$ cat config.mk
export PLATFORM = sky130hd
export DESIGN_NAME = swallow_divider
export DESIGN_NICKNAME = d
export VERILOG_FILES = /design/src/rtl/swdiv_pkg.sv /design/src/rtl/swdiv_downcnt.sv /design/src/rtl/swdiv_prescaler.sv /design/src/rtl/swdiv_fsm.sv /design/src/rtl/swallow_divider.sv
export SDC_FILE = /design/constraint.sdc
export NUM_CORES = 1
export LEC_CHECK = 0
export BUFFER_PORTS_ARGS = -buffer_cell sky130_fd_sc_hd__buf_2
export CAP_MARGIN = 40
export CORE_MARGIN = 1.5
export CORE_UTILIZATION = 45
export CTS_BUF_LIST = sky130_fd_sc_hd__clkbuf_4 sky130_fd_sc_hd__clkbuf_8
export DETAILED_ROUTE_END_ITERATION = 7
export PLACE_DENSITY = 0.74
export SLEW_MARGIN = 20
export SYNTH_ARGS = -nofsm -noshare
export SYNTH_HDL_FRONTEND = slang
export SYNTH_HIERARCHICAL = 1
export SYNTH_SLANG_ARGS = --single-unit
$ cat constraint.sdc
create_clock -name clk_in -period 3.6 [get_ports clk_in]
set_input_delay 0.18 -clock clk_in [delete_from_list [all_inputs] [get_ports clk_in]]
set_output_delay 0.18 -clock clk_in [all_outputs]
set_load 0.05 [all_outputs]
$ cat src/rtl/swdiv_pkg.sv
package swdiv_pkg;

    typedef enum logic [1:0] {
        ST_INIT    = 2'd0,
        ST_SWALLOW = 2'd1,
        ST_MAIN    = 2'd2
    } sw_state_t;

endpackage

$ cat src/rtl/swdiv_downcnt.sv
module swdiv_downcnt #(
    parameter int W = 7
) (
    input  logic         clk,
    input  logic         rst_n,
    input  logic         load,
    input  logic [W-1:0] load_val,
    input  logic         step,
    output logic         cnt_last
);

    logic [W-1:0] cnt_q;

    // reload has priority over a step in the same cycle
    always_ff @(posedge clk or negedge rst_n) begin
        if (!rst_n)
            cnt_q <= '0;
        else if (load)
            cnt_q <= load_val;
        else if (step)
            cnt_q <= cnt_q - 1'b1;
    end

    // the step taken while the count is one brings it to zero
    assign cnt_last = (cnt_q == W'(1));

endmodule

$ cat src/rtl/swdiv_prescaler.sv
module swdiv_prescaler #(
    parameter int N_LO = 32,
    parameter int N_HI = 47
) (
    input  logic clk,
    input  logic rst_n,
    input  logic run,
    input  logic restart,
    input  logic band_nx,
    input  logic mod_nx,
    output logic tick
);

    localparam int CW = $clog2(N_HI + 1);
    localparam logic [CW-1:0] LO_LONG  = CW'(N_LO);
    localparam logic [CW-1:0] LO_SHORT = CW'(N_LO - 1);
    localparam logic [CW-1:0] HI_LONG  = CW'(N_HI);
    localparam logic [CW-1:0] HI_SHORT = CW'(N_HI - 1);

    logic [CW-1:0] cnt_q;
    logic [CW-1:0] start_val;

    // period length minus one for the next period, picked by band and modulus
    always_comb begin
        unique case ({band_nx, mod_nx})
            2'b00:   start_val = LO_LONG;
            2'b01:   start_val = LO_SHORT;
            2'b10:   start_val = HI_LONG;
            default: start_val = HI_SHORT;
        endcase
    end

    always_ff @(posedge clk or negedge rst_n) begin
        if (!rst_n)
            cnt_q <= '0;
        else if (restart || tick)
            cnt_q <= start_val;
        else if (cnt_q != '0)
            cnt_q <= cnt_q - 1'b1;
    end

    assign tick = run && (cnt_q == '0);

endmodule

$ cat src/rtl/swdiv_fsm.sv
module swdiv_fsm
    import swdiv_pkg::*;
(
    input  logic      clk,
    input  logic      rst_n,
    input  logic      tick,
    input  logic      p_last,
    input  logic      s_last,
    input  logic      s_zero,
    input  logic      band_in,
    output sw_state_t state,
    output logic      init,
    output logic      ld,
    output logic      reload,
    output logic      mod,
    output logic      mod_nx,
    output logic      band_nx,
    output logic      s_step
);

    sw_state_t state_nx;
    sw_state_t reload_target;
    logic      band_q;

    // state register, plus the band held for the running period
    always_ff @(posedge clk or negedge rst_n) begin
        if (!rst_n) begin
            state  <= ST_INIT;
            band_q <= 1'b0;
        end else begin
            state  <= state_nx;
            band_q <= band_nx;
        end
    end

    // transitions
    always_comb begin
        reload_target = s_zero ? ST_MAIN : ST_SWALLOW;
        state_nx      = state;
        unique case (state)
            ST_INIT:    state_nx = reload_target;
            ST_SWALLOW: begin
                if (tick && p_last)
                    state_nx = reload_target;
                else if (tick && s_last)
                    state_nx = ST_MAIN;
            end
            ST_MAIN: begin
                if (tick && p_last)
                    state_nx = reload_target;
            end
            default:    state_nx = ST_INIT;
        endcase
    end

    // outputs
    always_comb begin
        init    = (state == ST_INIT);
        ld      = (state != ST_INIT) && tick && p_last;
        reload  = init || ld;
        mod     = (state == ST_MAIN);
        mod_nx  = (state_nx == ST_MAIN);
        band_nx = reload ? band_in : band_q;
        s_step  = tick && (state == ST_SWALLOW);
    end

endmodule

$ cat src/rtl/swallow_divider.sv
module swallow_divider
    import swdiv_pkg::*;
#(
    parameter int P_W  = 7,
    parameter int S_W  = 6,
    parameter int N_LO = 32,
    parameter int N_HI = 47
) (
    input  logic           clk_in,
    input  logic           rst_n,
    input  logic           band_hi,
    input  logic [P_W-1:0] p_load,
    input  logic [S_W-1:0] s_load,
    output logic           div_out,
    output logic           mod_o,
    output logic           ld_o
);

    sw_state_t state;
    logic      tick;
    logic      init;
    logic      reload;
    logic      mod_nx;
    logic      band_nx;
    logic      s_step;
    logic      p_last;
    logic      s_last;
    logic      s_zero;
    logic      div_q;

    assign s_zero = (s_load == '0);

    swdiv_fsm u_fsm (
        .clk     (clk_in),
        .rst_n   (rst_n),
        .tick    (tick),
        .p_last  (p_last),
        .s_last  (s_last),
        .s_zero  (s_zero),
        .band_in (band_hi),
        .state   (state),
        .init    (init),
        .ld      (ld_o),
        .reload  (reload),
        .mod     (mod_o),
        .mod_nx  (mod_nx),
        .band_nx (band_nx),
        .s_step  (s_step)
    );

    swdiv_prescaler #(
        .N_LO (N_LO),
        .N_HI (N_HI)
    ) u_presc (
        .clk     (clk_in),
        .rst_n   (rst_n),
        .run     (!init),
        .restart (init),
        .band_nx (band_nx),
        .mod_nx  (mod_nx),
        .tick    (tick)
    );

    swdiv_downcnt #(.W(P_W)) u_pcnt (
        .clk      (clk_in),
        .rst_n    (rst_n),
        .load     (reload),
        .load_val (p_load),
        .step     (tick),
        .cnt_last (p_last)
    );

    swdiv_downcnt #(.W(S_W)) u_scnt (
        .clk      (clk_in),
        .rst_n    (rst_n),
        .load     (reload),
        .load_val (s_load),
        .step     (s_step),
        .cnt_last (s_last)
    );

    // divided output: one cycle, following the reload strobe
    always_ff @(posedge clk_in or negedge rst_n) begin
        if (!rst_n)
            div_q <= 1'b0;
        else
            div_q <= ld_o;
    end

    assign div_out = div_q;

endmodule

=== Word level (Yosys, flattened, before mapping) ===
Cells that the tools add are included.

* Add/sub/neg operators: 3
* Eq/ne operators: 7
* Muxes and demuxes: 13
* Reductions and logical operators: 18

{| class="wikitable"
|+ Operator list
! cell !! count
|-
| 6-bit 2-to-1 mux || 4
|-
| 6-bit case mux with 3 select lines || 1
|-
| 7-bit 2-to-1 mux || 2
|-
| 6-bit zero test || 2
|-
| 6-bit by 1-bit subtractor with 6-bit output (second input constant) || 2
|-
| 2-bit 2-to-1 mux || 4
|-
| 2-bit nonzero test || 4
|-
| 7-bit by 1-bit equality test with 1-bit output (second input constant) || 1
|-
| 7-bit by 1-bit subtractor with 7-bit output (second input constant) || 1
|-
| 2-bit equality test (second input constant) || 3
|-
| 6-bit by 1-bit equality test with 1-bit output (second input constant) || 1
|-
| 1-bit logical AND || 6
|-
| 2-bit case mux with 3 select lines || 1
|-
| 6-bit nonzero test || 1
|-
| 2-bit by 1-bit equality test with 1-bit output (second input constant) || 2
|-
| 2-bit zero test || 2
|-
| 1-bit logical OR || 2
|-
| 1-bit zero test || 1
|-
| 1-bit 2-to-1 mux || 1
|}

* Register bits after elaboration: 23
* Input bits: 16
* Output and inout bits: 3
* Word-level logic and storage cells: 47

=== Depth between registers and ports, before layout ===
* Depth after elaboration: 11
* Gate-level depth with buffers: 11
* Gate-level depth less buffers: 11

=== Cells and area by module ===
Netlist, hierarchy kept.

{| class="wikitable"
|+ Modules (own cells, without submodules)
! module !! times used !! cells an instance !! area each (µm²) !! seq. area each (µm²)
|-
| swdiv_prescaler || 1 || 44 || 455.4 || 150.1
|-
| swdiv_downcnt (u_pcnt) || 1 || 43 || 402.9 || 175.2
|-
| swdiv_downcnt (u_scnt) || 1 || 37 || 362.8 || 150.1
|-
| swdiv_fsm || 1 || 20 || 202.7 || 75.1
|-
| swallow_divider || 1 || 4 || 46.3 || 25.0
|}

=== Worst setup path before layout ===
Ideal clock, no wire load.

* Path kind: register to register
* Start: register u_pcnt.cnt_q[3]
* End: register u_presc.cnt_q[0]
* Setup time: 123 ps
* Arrival time: 2392 ps
* Path slack: 1085 ps
* Stages on the path, launching flop included: 9
* Path buffers: 0
* Period minus slack after synthesis: 2515 ps
* Path through: dfrtp_1 -> or4_4 -> nor3b_1 -> nand2_1 -> o21ai_4 -> mux2_4 -> inv_1 -> ha_1 -> o221a_1

* Elaborated cells between the ends (all ways): 14

{| class="wikitable"
|+ RTL lines
! element !! RTL line !! RTL
|-
| start, declared || swdiv_downcnt.sv:12 || <nowiki>logic [W-1:0] cnt_q;</nowiki>
|-
| start signal, assigned || swdiv_downcnt.sv:19 || <nowiki>cnt_q <= load_val;</nowiki>
|-
| start signal, assigned || swdiv_downcnt.sv:21 || <nowiki>cnt_q <= cnt_q - 1'b1;</nowiki>
|-
| 7-bit by 1-bit equality test with 1-bit output * || swdiv_downcnt.sv:25 || <nowiki>assign cnt_last = (cnt_q == W'(1));</nowiki>
|-
| net p_last || swallow_divider.sv:26 || <nowiki>logic p_last;</nowiki>
|-
| 1-bit logical AND * || swdiv_fsm.sv:59 || <nowiki>ld = (state != ST_INIT) && tick && p_last;</nowiki>
|-
| 1-bit logical OR * || swdiv_fsm.sv:60 || <nowiki>reload = init || ld;</nowiki>
|-
| net reload || swallow_divider.sv:22 || <nowiki>logic reload;</nowiki>
|-
| 1-bit 2-to-1 mux * || swdiv_fsm.sv:63 || <nowiki>band_nx = reload ? band_in : band_q;</nowiki>
|-
| net band_nx || swallow_divider.sv:24 || <nowiki>logic band_nx;</nowiki>
|-
| 2-bit equality test, or another cell as far along || swdiv_prescaler.sv:25 || <nowiki>unique case ({band_nx, mod_nx})</nowiki>
|-
| 6-bit case mux with 3 select lines * || swdiv_prescaler.sv:25 ||
|-
| 6-bit 2-to-1 mux * || swdiv_prescaler.sv:36 || <nowiki>else if (restart || tick)</nowiki>
|-
| end signal, assigned || swdiv_prescaler.sv:37 || <nowiki>cnt_q <= start_val;</nowiki>
|-
| end signal, assigned || swdiv_prescaler.sv:39 || <nowiki>cnt_q <= cnt_q - 1'b1;</nowiki>
|-
| end, declared || swdiv_prescaler.sv:20 || <nowiki>logic [CW-1:0] cnt_q;</nowiki>
|}

The timed path passes the listed nets; every way through them passes the cells marked *.
A chain may end at the register's enable or synchronous reset.

=== Worst setup path in the final report ===
* Start: register u_pcnt.cnt_q[3]
* End: register u_presc.cnt_q[1]

Same word-level chain as after synthesis.

==> results.py <==
metrics = {
    "run_status": {
        "outcome": "completed",
    },
    "route": {
        "drt_iter0_markers": 20,
        "dr.pass1.iters": 4,
        "post-route-drc-count": 0,
        "routed_via_density": 5.22,
        "wl_per_cell_um": 12.5,
        "dr_total_vias": 1106,
        "ant_nets": 0,
        "routed_wl_um": 2650,
    },
    "cts": {
        "post_cts_buffers": 0,
        "clk_pin_slew_worst_paths_ns": 0.13,
        "cts_buffers": 3,
        "cts_tree": "done",
        "cts_buffer_depth": 2,
        "clock-root-buffer": "clkbuf_4",
        "htree_levels": 1,
        "insertion_delay_ns": 0.30,
        "clock-sinks": 23,
    },
    "setup_path": {
        "r2r_cells": 9,
        "r2r-end": "u_presc/cnt_q[1]",
        "path_cells": "or4_4 > nor3b_1 > nand2_1 > o21ai_4 > mux2_4 > inv_1 > ha_1 > inv_1 > o221a_1",
        "critPathMaxStageDelay_ns": 0.55,
        "r2r_slack_ns": 0.73,
        "worstSetupPathType": "reg2reg",
        "crit_fanout": 29,
        "crit_required_ns": 3.79,
        "crit_path_top_delay_cell": "or4_4",
        "r2r_start": "u_pcnt/cnt_q[3]",
        "critPathLaunchType": "flip-flop",
        "critPathArrivalTime_ns": 3.06,
        "cpMostUsedCell": "inv_1",
        "endpoint_kind": "flip-flop",
    },
    "logic_synthesis": {
        "syn_area_per_cell_um2": 9.93,
        "synth_edf_count": 0,
        "synth-compound-area-share_pct": 15.7,
        "synthFlopType": "dfrtp_1",
        "netlist_area_um2": 1470,
        "synthXorXnorAreaFrac_pct": 6.55,
        "syn-num-nets": 173,
        "synthMuxAreaShare_pct": 1.70,
        "seq_area_frac_synth_pct": 39.1,
        "synthCells": 148,
        "yosys.area_share.simple_pct": 24.3,
        "synthAdderAreaFrac_pct": 7.66,
        "yosys_warnings": 6,
        "synth_top_family_by_area": "simple AND/OR/NAND/NOR gates",
        "synthArstFlopShare_pct": 100,
        "synth_cell_type_count": 45,
        "ys_ff_latch": 23,
    },
    "layout": {
        "drive_above_1_share_pct": 23.2,
        "final_nets": 194,
        "antenna_cells": 0,
        "syn_to_final_growth_pct": 11.4,
        "final_util_pct": 53.2,
        "n_fill_cell": 275,
        "final_cell_area_um2": 1640,
    },
    "timing": {
        "fmax_mhz": 348,
        "hold_viol": 0,
        "clock_skew_ns": 0.00846,
        "setup_tns_ns": 0,
        "setup-violations-final": 0,
        "finalCritPeriodShare_pct": 79.8,
        "slew_violations": 0,
        "period_needed_ns": 2.87,
        "grt_setup_unrepaired": "no",
        "slew_headroom_pct": 58.1,
        "setup_slack_ns": 0.727,
        "worstMarginPinSlew_ns": 0.627,
    },
    "worst_hold_path": {
        "hp-class": "in2reg",
        "hp-start": "p_load[2]",
        "min_to": "u_pcnt/cnt_q[2]",
        "min_path_cells": 3,
    },
    "power_and_ir_drop": {
        "leakage_nw": 0.694,
        "power_frac_comb_pct": 50.1,
        "swShare_pct": 43.8,
        "p_seq_share_pct": 40.9,
        "irDropWorstVdd_uv": 283,
        "p_sw_w": 0.000570,
        "p_int_w": 0.000732,
        "clkPwrFrac_pct": 9.0,
        "p_per_area_nw_per_um2": 795,
    },
    "grt": {
        "first_global_vias": 1054,
        "overflow": 0,
        "antenna_found_initial": 0,
        "grt_usage_pct": 17.3,
        "grt_first_pass_wirelength_um": 4730,
        "grt_max_degree": 30,
    },
    "placed_design": {
        "placed_area_um2": 1600,
        "portBuffers": 18,
        "gp_congestion": 0.779,
        "dpl.hpwl_um": 2060,
        "pre_cts_ws_ns": 0.742,
    },
    "floorplan": {
        "num_io_pins": 19,
        "rows": 20,
        "start_util_pct": 47.8,
        "coreArea_um2": 3080,
        "die-area_um2": 3620,
        "dieHeight_um": 60.2,
        "die_x_um": 60.2,
    },
    "flow_run": {
        "cap_violations": 0,
    },
}
## placed cells by master, fill, tap and decap left out, types with 3 or more instances in the layout
| cell type | netlist | layout |
|---|---|---|
| dfrtp_1 | 23 | 23 |
| buf_2 | 0 | 18 |
| nor2_1 | 4 | 4 |
| nor3_1 | 4 | 4 |
| a22oi_1 | 4 | 4 |
| nand2b_1 | 5 | 5 |
| ha_1 | 9 | 9 |
| inv_1 | 13 | 13 |
| o32ai_1 | 4 | 4 |
| o21ai_0 | 14 | 14 |
| clkbuf_4 | 0 | 3 |
| xnor2_1 | 9 | 9 |
| nand2_1 | 16 | 16 |
## metal layers
layer | wire length (um) | up-vias | global-route usage [%]
met1 | 1260 | 523 | 24.3
li1 | - | 563 | -
met4 | 19 | 0 | 3.81
met2 | 1290 | 18 | 28.3
met5 | 0 | - | 0
met3 | 76 | 2 | 2.60
## worst max-delay path by stage
stage / slack (ns) / end / cells past startpoint / start
2_1_floorplan: 1.08 / u_presc/cnt_q[0] / 8 / u_pcnt/cnt_q[3]
3_3_place_gp: 0.86 / u_presc/cnt_q[1] / 9 / u_pcnt/cnt_q[3]
3_5_place_dp: 0.74 / u_presc/cnt_q[1] / 9 / u_pcnt/cnt_q[3]
4_1_cts: 0.72 / u_presc/cnt_q[1] / 9 / u_pcnt/cnt_q[3]
5_1_grt: 0.43 / u_presc/cnt_q[1] / 9 / u_pcnt/cnt_q[3]
6_report: 0.73 / u_presc/cnt_q[1] / 9 / u_pcnt/cnt_q[3]
## registers in the layout (all words and copies together) (netlist names)
register and count:
u_fsm/band_q 1, u_presc/cnt_q 6, u_scnt/cnt_q 6, u_pcnt/cnt_q 7, div_out 1, u_fsm/state 2
## cells by family (layout without fill, tap and decap cells)
kind of cell               after synthesis  count (layout)
muxes                                    2               2
xor gates and xnor gates                11              11
buffers and inverters                   17              37
DFF                                     23              23
AOI/OAI and AO/OA                       31              31
adders and majority gates                9               9
and+or+nand+nor                         55              55
## Yosys cell counts, types with 4 or more instances
master	instances	area share [%]
nor2_1	4	1.0
xnor2_1	9	5.4
nand2_1	16	4.1
dfrtp_1	23	39
ha_1	9	7.7
o32ai_1	4	2.4
inv_1	13	3.3
nand2b_1	5	2.1
o21ai_0	14	4.8
a22oi_1	4	2.0
nor3_1	4	1.4
## through the flow
step	cells	total power [W]	hold slack, ns
6_report	212	0.00130	0.0674
5_1_grt	212	0.00144	0.0741
4_1_cts	212	0.00131	0.0624
3_5_place_dp	207	0.00119	0.187
3_3_place_gp	207	0.00115	0.177
2_1_floorplan	148	0.00105	-0.116
## repair_timing
action,CTS,global route
endpoints found under the hold margin,23,0
resized for setup,0,0
hold buffers,1,0
## worst max-delay path, delay by kind of cell, from the launching register on
| kind | cells | cell delay, ns |
|---|---|---|
| simple gates | 3 | 1.08 |
| flops | 1 | 0.44 |
| fa+ha+maj | 1 | 0.20 |
| buf+inv | 2 | 0.15 |
| compound gates | 2 | 0.53 |
| mux | 1 | 0.36 |
## power by group through the flow
| stage | Clock [W] | Sequential [W] | Combinational, W |
|---|---|---|---|
| final | 0.000118 | 0.000533 | 0.000652 |
| after global routing | 0.000136 | 0.000555 | 0.000747 |
| after CTS | 0.000123 | 0.000533 | 0.000657 |
| after detailed placement | 0 | 0.000539 | 0.000651 |
| after global placement | 0 | 0.000527 | 0.000628 |
| after floorplan | 0 | 0.000493 | 0.000555 |
## layout make-up
cell class                 instances  area [um^2]  area share, %
clock buffer                       3         22.5           1.38
clock inverter                     1         5.00          0.306
inverter                          13         48.8           2.98
multi-input combinational        108          823           50.3
sequential                        23          576           35.1
tap                               44         55.1           3.36
timing repair buffer              20          108           6.57
No activity file was read; power rests on OpenSTA's default activity.
